### src/rtl/lut_cell_pkg.sv
`timescale 1ns/1ps
package lut_cell_pkg;
    // number of shared select inputs of each table
    localparam int TBL_SEL  = 3;
    localparam int TBL_BITS = 1 << TBL_SEL;
    localparam int LIN_W    = TBL_SEL + 1;
    localparam int N_TBL    = 2;
    localparam int CFG_BITS = N_TBL * TBL_BITS + 2;

    // field order matters: first shifted bit lands in the top of tbl_a
    typedef struct packed {
        logic [TBL_BITS-1:0] tbl_a;
        logic [TBL_BITS-1:0] tbl_b;
        logic                arith;
        logic                use_ff;
    } cell_cfg_t;
endpackage

### src/rtl/lut_cell_cfg.sv
`timescale 1ns/1ps
module lut_cell_cfg #(
    parameter int W = lut_cell_pkg::CFG_BITS
) (
    input  logic         clk,
    input  logic         shift_en,
    input  logic         shift_in,
    output logic [W-1:0] word
);
    typedef struct packed {
        logic [W-1:0] word;
    } cfg_state_t;

    cfg_state_t s_d, s_q;

    always_comb begin
        s_d = s_q;
        if (shift_en) begin
            s_d.word = {s_q.word[W-2:0], shift_in};
        end
    end

    always_ff @(posedge clk) begin
        s_q <= s_d;
    end

    assign word = s_q.word;
endmodule

### src/rtl/lut_cell_table.sv
`timescale 1ns/1ps
module lut_cell_table #(
    parameter int SEL_W = lut_cell_pkg::TBL_SEL,
    localparam int N_ENT = 1 << SEL_W
) (
    input  logic [N_ENT-1:0] tbl,
    input  logic [SEL_W-1:0] sel,
    output logic             bit_o
);
    always_comb begin
        bit_o = tbl[sel];
    end
endmodule

### src/rtl/lut_cell_fadd.sv
`timescale 1ns/1ps
module lut_cell_fadd (
    input  logic a,
    input  logic b,
    input  logic c,
    output logic sum,
    output logic carry
);
    logic half_x;

    always_comb begin
        half_x = a ^ b;
        sum    = half_x ^ c;
        carry  = (a & b) | (half_x & c);
    end
endmodule

### src/rtl/lut_cell.sv
`timescale 1ns/1ps
module lut_cell
    import lut_cell_pkg::*;
(
    input  logic             clk,
    input  logic             rst,
    input  logic             cfg_en,
    input  logic             cfg_din,
    input  logic [LIN_W-1:0] lin,
    input  logic             cin,
    output logic             cell_out,
    output logic             cout
);
    typedef struct packed {
        logic ff;
    } cell_state_t;

    logic [CFG_BITS-1:0]            cfg_word;
    cell_cfg_t                      cfg;
    logic [N_TBL-1:0][TBL_BITS-1:0] tbls;
    logic [N_TBL-1:0]               tbl_bit;
    logic                           mux4_bit;
    logic                           add_sum;
    logic                           add_carry;
    logic                           pre;
    cell_state_t                    st_d, st_q;

    lut_cell_cfg #(.W(CFG_BITS)) u_cfg (
        .clk      (clk),
        .shift_en (cfg_en),
        .shift_in (cfg_din),
        .word     (cfg_word)
    );

    assign cfg     = cell_cfg_t'(cfg_word);
    assign tbls[0] = cfg.tbl_a;
    assign tbls[1] = cfg.tbl_b;

    for (genvar g = 0; g < N_TBL; g++) begin : g_tbl
        lut_cell_table #(.SEL_W(TBL_SEL)) u_tbl (
            .tbl   (tbls[g]),
            .sel   (lin[TBL_SEL-1:0]),
            .bit_o (tbl_bit[g])
        );
    end

    lut_cell_fadd u_add (
        .a     (tbl_bit[0]),
        .b     (tbl_bit[1]),
        .c     (cin),
        .sum   (add_sum),
        .carry (add_carry)
    );

    always_comb begin
        // the top input joins the two halves into one 4-input function
        mux4_bit = lin[LIN_W-1] ? tbl_bit[1] : tbl_bit[0];
        pre      = cfg.arith ? add_sum : mux4_bit;
        st_d     = st_q;
        st_d.ff  = rst ? 1'b0 : pre;
    end

    always_ff @(posedge clk) begin
        st_q <= st_d;
    end

    always_comb begin
        cell_out = cfg.use_ff ? st_q.ff : pre;
        cout     = cfg.arith ? add_carry : 1'b0;
    end
endmodule

### config.mk
export PLATFORM = sky130hd
export DESIGN_NAME = lut_cell
export DESIGN_NICKNAME = d
export VERILOG_FILES = /design/src/rtl/lut_cell_pkg.sv /design/src/rtl/lut_cell_cfg.sv /design/src/rtl/lut_cell_table.sv /design/src/rtl/lut_cell_fadd.sv /design/src/rtl/lut_cell.sv
export SDC_FILE = /design/constraint.sdc
export NUM_CORES = 1
export LEC_CHECK = 0
export ABC_AREA = 1
export BUFFER_PORTS_ARGS = -buffer_cell sky130_fd_sc_hd__clkbuf_2
export CAP_MARGIN = 20
export CORE_UTILIZATION = 25
export DETAILED_ROUTE_END_ITERATION = 7
export GPL_TIMING_DRIVEN = 0
export PLACE_DENSITY_LB_ADDON = 0.08
export SLEW_MARGIN = 40
export SYNTH_ARGS = -nofsm -noshare
export SYNTH_HDL_FRONTEND = slang
export SYNTH_SLANG_ARGS = --single-unit
### constraint.sdc
create_clock -name clk -period 5.5 [get_ports clk]
set_input_delay 1.1 -clock clk [delete_from_list [all_inputs] [get_ports clk]]
set_output_delay 1.1 -clock clk [all_outputs]
set_load 0.005 [all_outputs]
==> results of run 1 <==
synthesized netlist by cell type:
cell      number
nand3_1        9
buf_6          1
nand3_2        2
fa_1           1
dfxtp_1        1
nand3b_1       1
inv_6          1
nand2_1       28
nor2_1         3
nor2_2         1
edfxtp_1      18
inv_1         14
metrics by stage:
step	hold WS, ns	cells	power (µW)	utilization, %	area, µm²
finish	0.449	137	273	31.2	975
global route	0.466	137	292	31.2	975
CTS	0.457	137	279	31.2	975
detailed placement	0.435	133	207	30.3	948
global placement	0.432	133	207	30.3	948
floorplan	0.426	80	194	-	848
final cells by class:
cell class / count / area, µm²
inverters: 15 / 61.3
fillers: 343 / 2150
flip-flops and latches: 19 / 561
plain buffers: 1 / 11.3
repair buffers: 9 / 45.0
clock buffers: 4 / 26.3
multi-input cells: 45 / 215
well taps: 44 / 55.1
worst max-delay path, cell delays in order:
cell      delay, ns
clkbuf_2       0.13
inv_1          0.11
nor2_1         0.11
nand2_1        0.06
nand3_2        0.06
nand2_1        0.07
fa_1           0.51
nand2_1        0.06
nand3_1        0.08
nand2_1        0.05
clkbuf_2       0.10
power groups by stage:
stage,Clock (µW),Combinational [µW],Sequential (µW)
after floorplan,0,19.6,174
after global placement,0,31.0,176
after detailed placement,0,30.9,176
after CTS,75.1,31.1,173
after global routing,82.0,35.9,174
final,70.4,30.4,173
sequential cells by signal, indices dropped and copies added (netlist names):
| name | flops |
|---|---|
| st_q | 1 |
| u_cfg.word | 18 |
per-layer routing:
layer	vias to the layer above	track usage, %	share of wire (%)
met3	2	4.76	5.1
met5	-	0	0
met2	7	13.3	40
li1	279	-	-
met4	0	3.99	1.1
met1	250	13.2	54
cell usage in the layout (no fill, tap or decap), drive strengths merged:
master,count
nor2,4
nand2,28
nand3b,1
clkbuf,13
edfxtp,18
nand3,11
dfxtp,1
inv,15
fa,1
buf,1
path summary, 6_finish.rpt:
kind                                  from                 endpoint
setup / recovery                    lin[1]                 cell_out
hold / removal     u_cfg.word[3]$_DFFE_PP_  u_cfg.word[4]$_DFFE_PP_
setup reg to reg  u_cfg.word[13]$_DFFE_PP_          st_q$_SDFF_PP0_
hold reg to reg    u_cfg.word[3]$_DFFE_PP_  u_cfg.word[4]$_DFFE_PP_
cells by family (layout without fill, tap and decap cells):
logic type	Yosys count	in the layout	synth area share (%)
flops	19	19	66.1
buf+inv	16	29	8.55
simple gates	44	44	23.0
fa+ha+maj	1	1	2.36
==> key figures, run 1 <==
Job
  – Maxcap violations: 0

Route
  – Vias post-DR: ~540
  – Post-DR wirelength/cell: between 10 and 15 µm
  – Detailed Route WL: 1.44 mm
  – Post-route ant nets: 0
  – DR pass1 iterations: 2
  – DRC viols: 0
  – Vias/cell: 3.93
  – 1st-iter DRT viols: 13

Power and ir drop
  – Reg power frac: around 63%
  – Static leakage: 0.000442 µW
  – Int Power: 209 µW
  – Worst vdd ir: approximately 0.13 mV
  – Switching Fraction: between 20% and 30%
  – Net Switching: between 60 and 70 µW
  – Clock group share of total power: between 20% and 30%
  – Power per cell area: ~280 mW/mm²
  – Logic pwr share: ~11%

Clocking
  – CTS root buffer: clkbuf_4
  – Clk_lat worst skew: 0.30 ns
  – Cts hold-fix bufs: 0
  – Clock transition at path regs: ~0.11 ns
  – Post-CTS resize count: 0
  – Clock sinks: 19
  – Setup repair bufs after CTS: 0
  – Number of buffers created by CTS: 3
  – CTS tree: built
  – Clock buffer depth: 2
  – Htree depth: 1

STA
  – Finish-stage setup viols: 0
  – Unrepaired setup endpoints after global routing: no
  – Fmax: roughly 0.28 GHz
  – Measured slew at the worst slew-check pin: about 0.45 ns
  – Setup ws final: 1.96 ns
  – Final min period: about 3.5 ns
  – Tcrit/Tclk final: between 60 and 70%
  – Setup tns final: 0 ns
  – Final hold vios: 0
  – Max Slew Vio Count: 0
  – Worst slew margin: 70.2%
  – Worst clock skew: 0.00890 ns

Floorplan
  – # IOs: 11
  – Die ar.: 0.00363 mm²
  – Die Y: ~60 µm
  – Die W: approximately 60 µm
  – Initial core utilization: a little over a quarter
  – Cell row count: 20
  – Core area: roughly 0.0031 mm²

Worst setup path
  – Worst endpoint data arrival time: roughly 2.4 ns
  – Crit Path Max Fanout: 5
  – FF-to-FF path depth: 9
  – Worst Path Required: around 4.4 ns
  – WS Path Type: primary input to primary output
  – Setup crit end kind: primary output
  – CP Launch Type: primary input
  – R2R Setup Slk: roughly 4.0 ns

GRT
  – Total GRT Usage: 9.84%
  – Gr ovfl total: 0
  – Largest net degree at the start of global routing: 19
  – Initial antenna violation count: 0
  – Vias in the first global route: roughly 520
  – First-pass GRT wire length: 2.46 mm

Synth
  – Top cell type's share of synthesized area: roughly 64%
  – FF+latch count, synth: 19
  – Post-synthesis sequential area ratio: about 66%
  – Average instance area after synthesis: about 11 µm²
  – Post-Synthesis Cell Area: approximately 850 µm²
  – Post-synthesis instance total: 80
  – Synth area leaders: edfxtp_1, nand2_1, inv_1, nand3_1, dfxtp_1
  – Yosys top cell by area: edfxtp_1
  – Net Count, Synth: 90
  – Distinct cells, synth: 12
  – Count of synthesis-stage warnings from yosys: 0

Min path
  – Worst hold path class: flop to flop
  – Worst Hold Path Cells: 0

Outcome
  – Outcome: finished clean

Final layout
  – Share of layout cells above drive strength 1: between 10% and 20%
  – Fin nets: roughly 100
  – Area grow syn2layout: 14.9%
  – Ant diodes: 0

Place
  – Hpwl dp: approximately 1.0 mm
  – GP Congestion: 0.738
  – Input/output buffers: 9
  – Dpl ws: 1.93 ns
Note: power is estimated with default switching activity, not from simulation.
==> inputs of run 2 (changes only) <==
--- a/config.mk
+++ b/config.mk
@@ -5,7 +5,7 @@
 export SDC_FILE = /design/constraint.sdc
 export NUM_CORES = 1
 export LEC_CHECK = 0
-export ABC_AREA = 1
+export ABC_AREA = 0
 export BUFFER_PORTS_ARGS = -buffer_cell sky130_fd_sc_hd__clkbuf_2
 export CAP_MARGIN = 20
 export CORE_UTILIZATION = 25
==> constraint.sdc (replaced) <==
create_clock -name clk -period 3.1 [get_ports clk]
set_input_delay 0.62 -clock clk [delete_from_list [all_inputs] [get_ports clk]]
set_output_delay 0.62 -clock clk [all_outputs]
set_load 0.005 [all_outputs]
==> run 2 against run 1 <==
Effect of this change: sequential power is 77% higher; via count shrank 20%; combinational power rose by 82%; clock skew rose by 0.0082 ns; worst hold slack worse by 0.017 ns; total power grew 79%; synthesized area down 6.6%; critical path type unchanged.
==> key figures, run 2 <==
Outcome
  – Outcome: finished clean

Synth
  – Async set-reset flop share out of synthesis: 0%
  – Post-synthesis sequential area ratio: a little over two thirds
  – Yosys top cell by area: edfxtp_1
  – Post-Synthesis Cell Area: slightly below 800 µm²
  – Post-synthesis instance total: between 40 and 50
  – Top cell type's share of synthesized area: 68.2%
  – Synth area leaders: edfxtp_1, mux4_2, mux2i_1, dfxtp_1, fa_1
  – Count of synthesis-stage warnings from yosys: 0
  – Distinct cells, synth: 20
  – EDFF count, synth: 18
  – Top_reg_cell synth: edfxtp_1
  – Average instance area after synthesis: between 15 and 20 µm²
  – FF+latch count, synth: 19
  – Net Count, Synth: between 50 and 60
  – Commonest cells in the netlist: edfxtp_1, mux2i_1
  – Most frequent cell after synthesis: edfxtp_1

Min path
  – Worst hold path class: flop to flop
  – Hold path startpoint: u_cfg.word[6]$_DFFE_PP_

Floorplan
  – Initial core utilization: 26.2%
  – Die ar.: 0.00340 mm²
  – Die Y: between 50 and 60 µm
  – Core area: 0.00303 mm²
  – Cell row count: 20
  – Die W: ~60 µm
  – # IOs: 11

STA
  – Tcrit/Tclk final: 98.6%
  – Worst slew margin: 69.4%
  – Final hold vios: 0
  – Final hold slack: ~0.43 ns
  – Unrepaired setup endpoints after global routing: yes
  – Final min period: approximately 3.1 ns
  – Max Slew Vio Count: 0
  – Measured slew at the worst slew-check pin: between 0.4 and 0.5 ns
  – Finish-stage setup viols: 0
  – Fmax: about 0.33 GHz
  – Worst clock skew: around 0.017 ns

Final layout
  – Area grow syn2layout: 20.4%
  – Ant diodes: 0
  – Most frequent cells in the layout: edfxtp_1, clkbuf_2, mux2i_1
  – Fin nets: 70
  – Share of layout cells above drive strength 1: between 40% and 50%
  – Largest register FFs: 18
  – Commonest non-fill, non-tap cell in the layout: edfxtp_1
  – Final Instance Area: about 950 µm²

Route
  – Met3 WL: between 50 and 60 µm
  – Top routing layer in use: met4
  – 1st-iter DRT viols: 6
  – Vias post-DR: approximately 430
  – Post-DR wirelength/cell: around 12 µm
  – Vias/cell: a little over 4
  – Detailed Route WL: roughly 1.3 mm
  – Post-route ant nets: 0
  – Wire length on met2: between 500 and 600 µm
  – DRC viols: 0
  – DR pass1 iterations: 3
  – M1 WL: 626 µm

Clocking
  – Number of buffers created by CTS: 3
  – Clk_lat worst skew: 0.30 ns
  – Htree depth: 1
  – Clock buffer depth: 2
  – CTS root buffer: clkbuf_4
  – Clock sinks: 19
  – CTS tree: built
  – Clock transition at path regs: about 0.12 ns

Worst setup path
  – WS Path Type: primary input to primary output
  – CP Launch Type: primary input
  – Buf/Inv on CP: 3
  – Top delay family on crit path: multiplexers
  – Max incr delay on CP: ~0.48 ns
  – Worst Path Required: between 2 and 2.5 ns
  – Critical path cell sequence: buf_12 -> mux4_2 -> mux2_4 -> inv_2 -> fa_1 -> and2_4 -> o41ai_2 -> buf_2
  – Crit path launch: lin[0]
  – Crit-path slowest cell: mux4_2
  – Worst endpoint data arrival time: 2.44 ns
  – R2R Setup Slk: between 1 and 1.5 ns
  – Worst r2r src: u_cfg.word[7]$_DFFE_PP_
  – Setup crit end kind: primary output
  – Crit Path Max Fanout: 6

Place
  – Placed cell area: ~890 µm²
  – Input/output buffers: 9
  – Hpwl dp: 874 µm
  – GP Congestion: roughly 0.66

Power and ir drop
  – Power per cell area: 512 mW/mm²
  – Clock group share of total power: about a quarter
  – Net Switching: 111 µW
  – Worst vdd ir: ~0.26 mV
  – Logic pwr share: between 10% and 20%
  – Static leakage: about 0.00035 µW
  – Int Power: 378 µW
  – Reg power frac: about 63%
  – Switching Fraction: 22.7%

GRT
  – Vias in the first global route: 423
  – Initial antenna violation count: 0
  – Largest net degree at the start of global routing: 19
  – Gr ovfl total: 0
  – Total GRT Usage: 9.04%
  – First-pass GRT wire length: roughly 2.1 mm

Job
  – Maxcap violations: 0
## run 2: cell count changes in the layout (fill, tap and decap cells not counted), moves of 2 or more
cell,delta
inv_1,-13
mux2i_1,+4
nand2_1,-26
buf_4,+2
nor2_1,-2
mux4_2,+2
nand3_2,-2
nand3_1,-8
## run 2: worst register-to-register path: stages (launching register included)
cell and delay [ns]:
edfxtp_1 0.42, mux4_2 0.46, mux2_4 0.28, inv_2 0.06, fa_1 0.39, and2_4 0.15, nor4_1 0.14
## run 2: kinds of logic after synthesis
| logic type | after synthesis | share of synthesized area, % |
|---|---|---|
| muxes | 7 | 12.6 |
| and+or+nand+nor | 12 | 9.48 |
| adders and majority gates | 1 | 2.53 |
| DFF | 19 | 70.8 |
| buffers and inverters | 3 | 2.37 |
| AOI/OAI and AO/OA | 2 | 2.21 |
## run 2: metrics by stage
step                      util (%)  setup WS [ns]  setup TNS, ns  std cells  power (µW)
after floorplan                  -         0.0951              0         44         339
after global placement        29.5         -0.105         -0.105         97         362
after detailed placement      29.5        -0.0981        -0.0981         97         361
after CTS                     30.8        0.00365              0        101         496
after global routing          31.5        -0.0652        -0.0652        103         516
final                         31.5         0.0419              0        103         489
## run 2: power groups by stage
stage	sequential, µW	combinational, µW	clock, µW
5_1_grt	309	62.5	145
2_1_floorplan	309	29.9	0
3_3_place_gp	313	48.9	0
4_1_cts	307	54.0	135
6_report	307	55.4	127
3_5_place_dp	312	48.6	0
## run 2: path summary, 6_finish.rpt
check / end / depth (start not counted)
setup / recovery: cell_out / 8
hold / removal: u_cfg.word[7]$_DFFE_PP_ / 0
setup reg to reg: st_q$_SDFF_PP0_ / 6
hold reg to reg: u_cfg.word[7]$_DFFE_PP_ / 0
## run 2: cell type report
type,instances,area (µm²)
fill,300,2070
sequential,19,561
multi-input combinational,22,223
timing repair buffer,11,60.1
tap,44,55.1
clock buffer,3,22.5
buffer,1,20.0
inverter,2,7.51
clock inverter,1,5.00
## run 2: per-layer routing
layer	global-route usage, %	up-vias
met5	0	-
met4	3.06	0
met3	4.69	2
met2	12.3	9
met1	12.3	214
li1	-	203
## run 2: timing repair
item	CTS	global route
gates resized for setup	4	2
endpoints found under the hold margin	0	0
buffers inserted	0	2
setup endpoints to repair	1	1
hold buffers	0	0
gates cloned	0	0
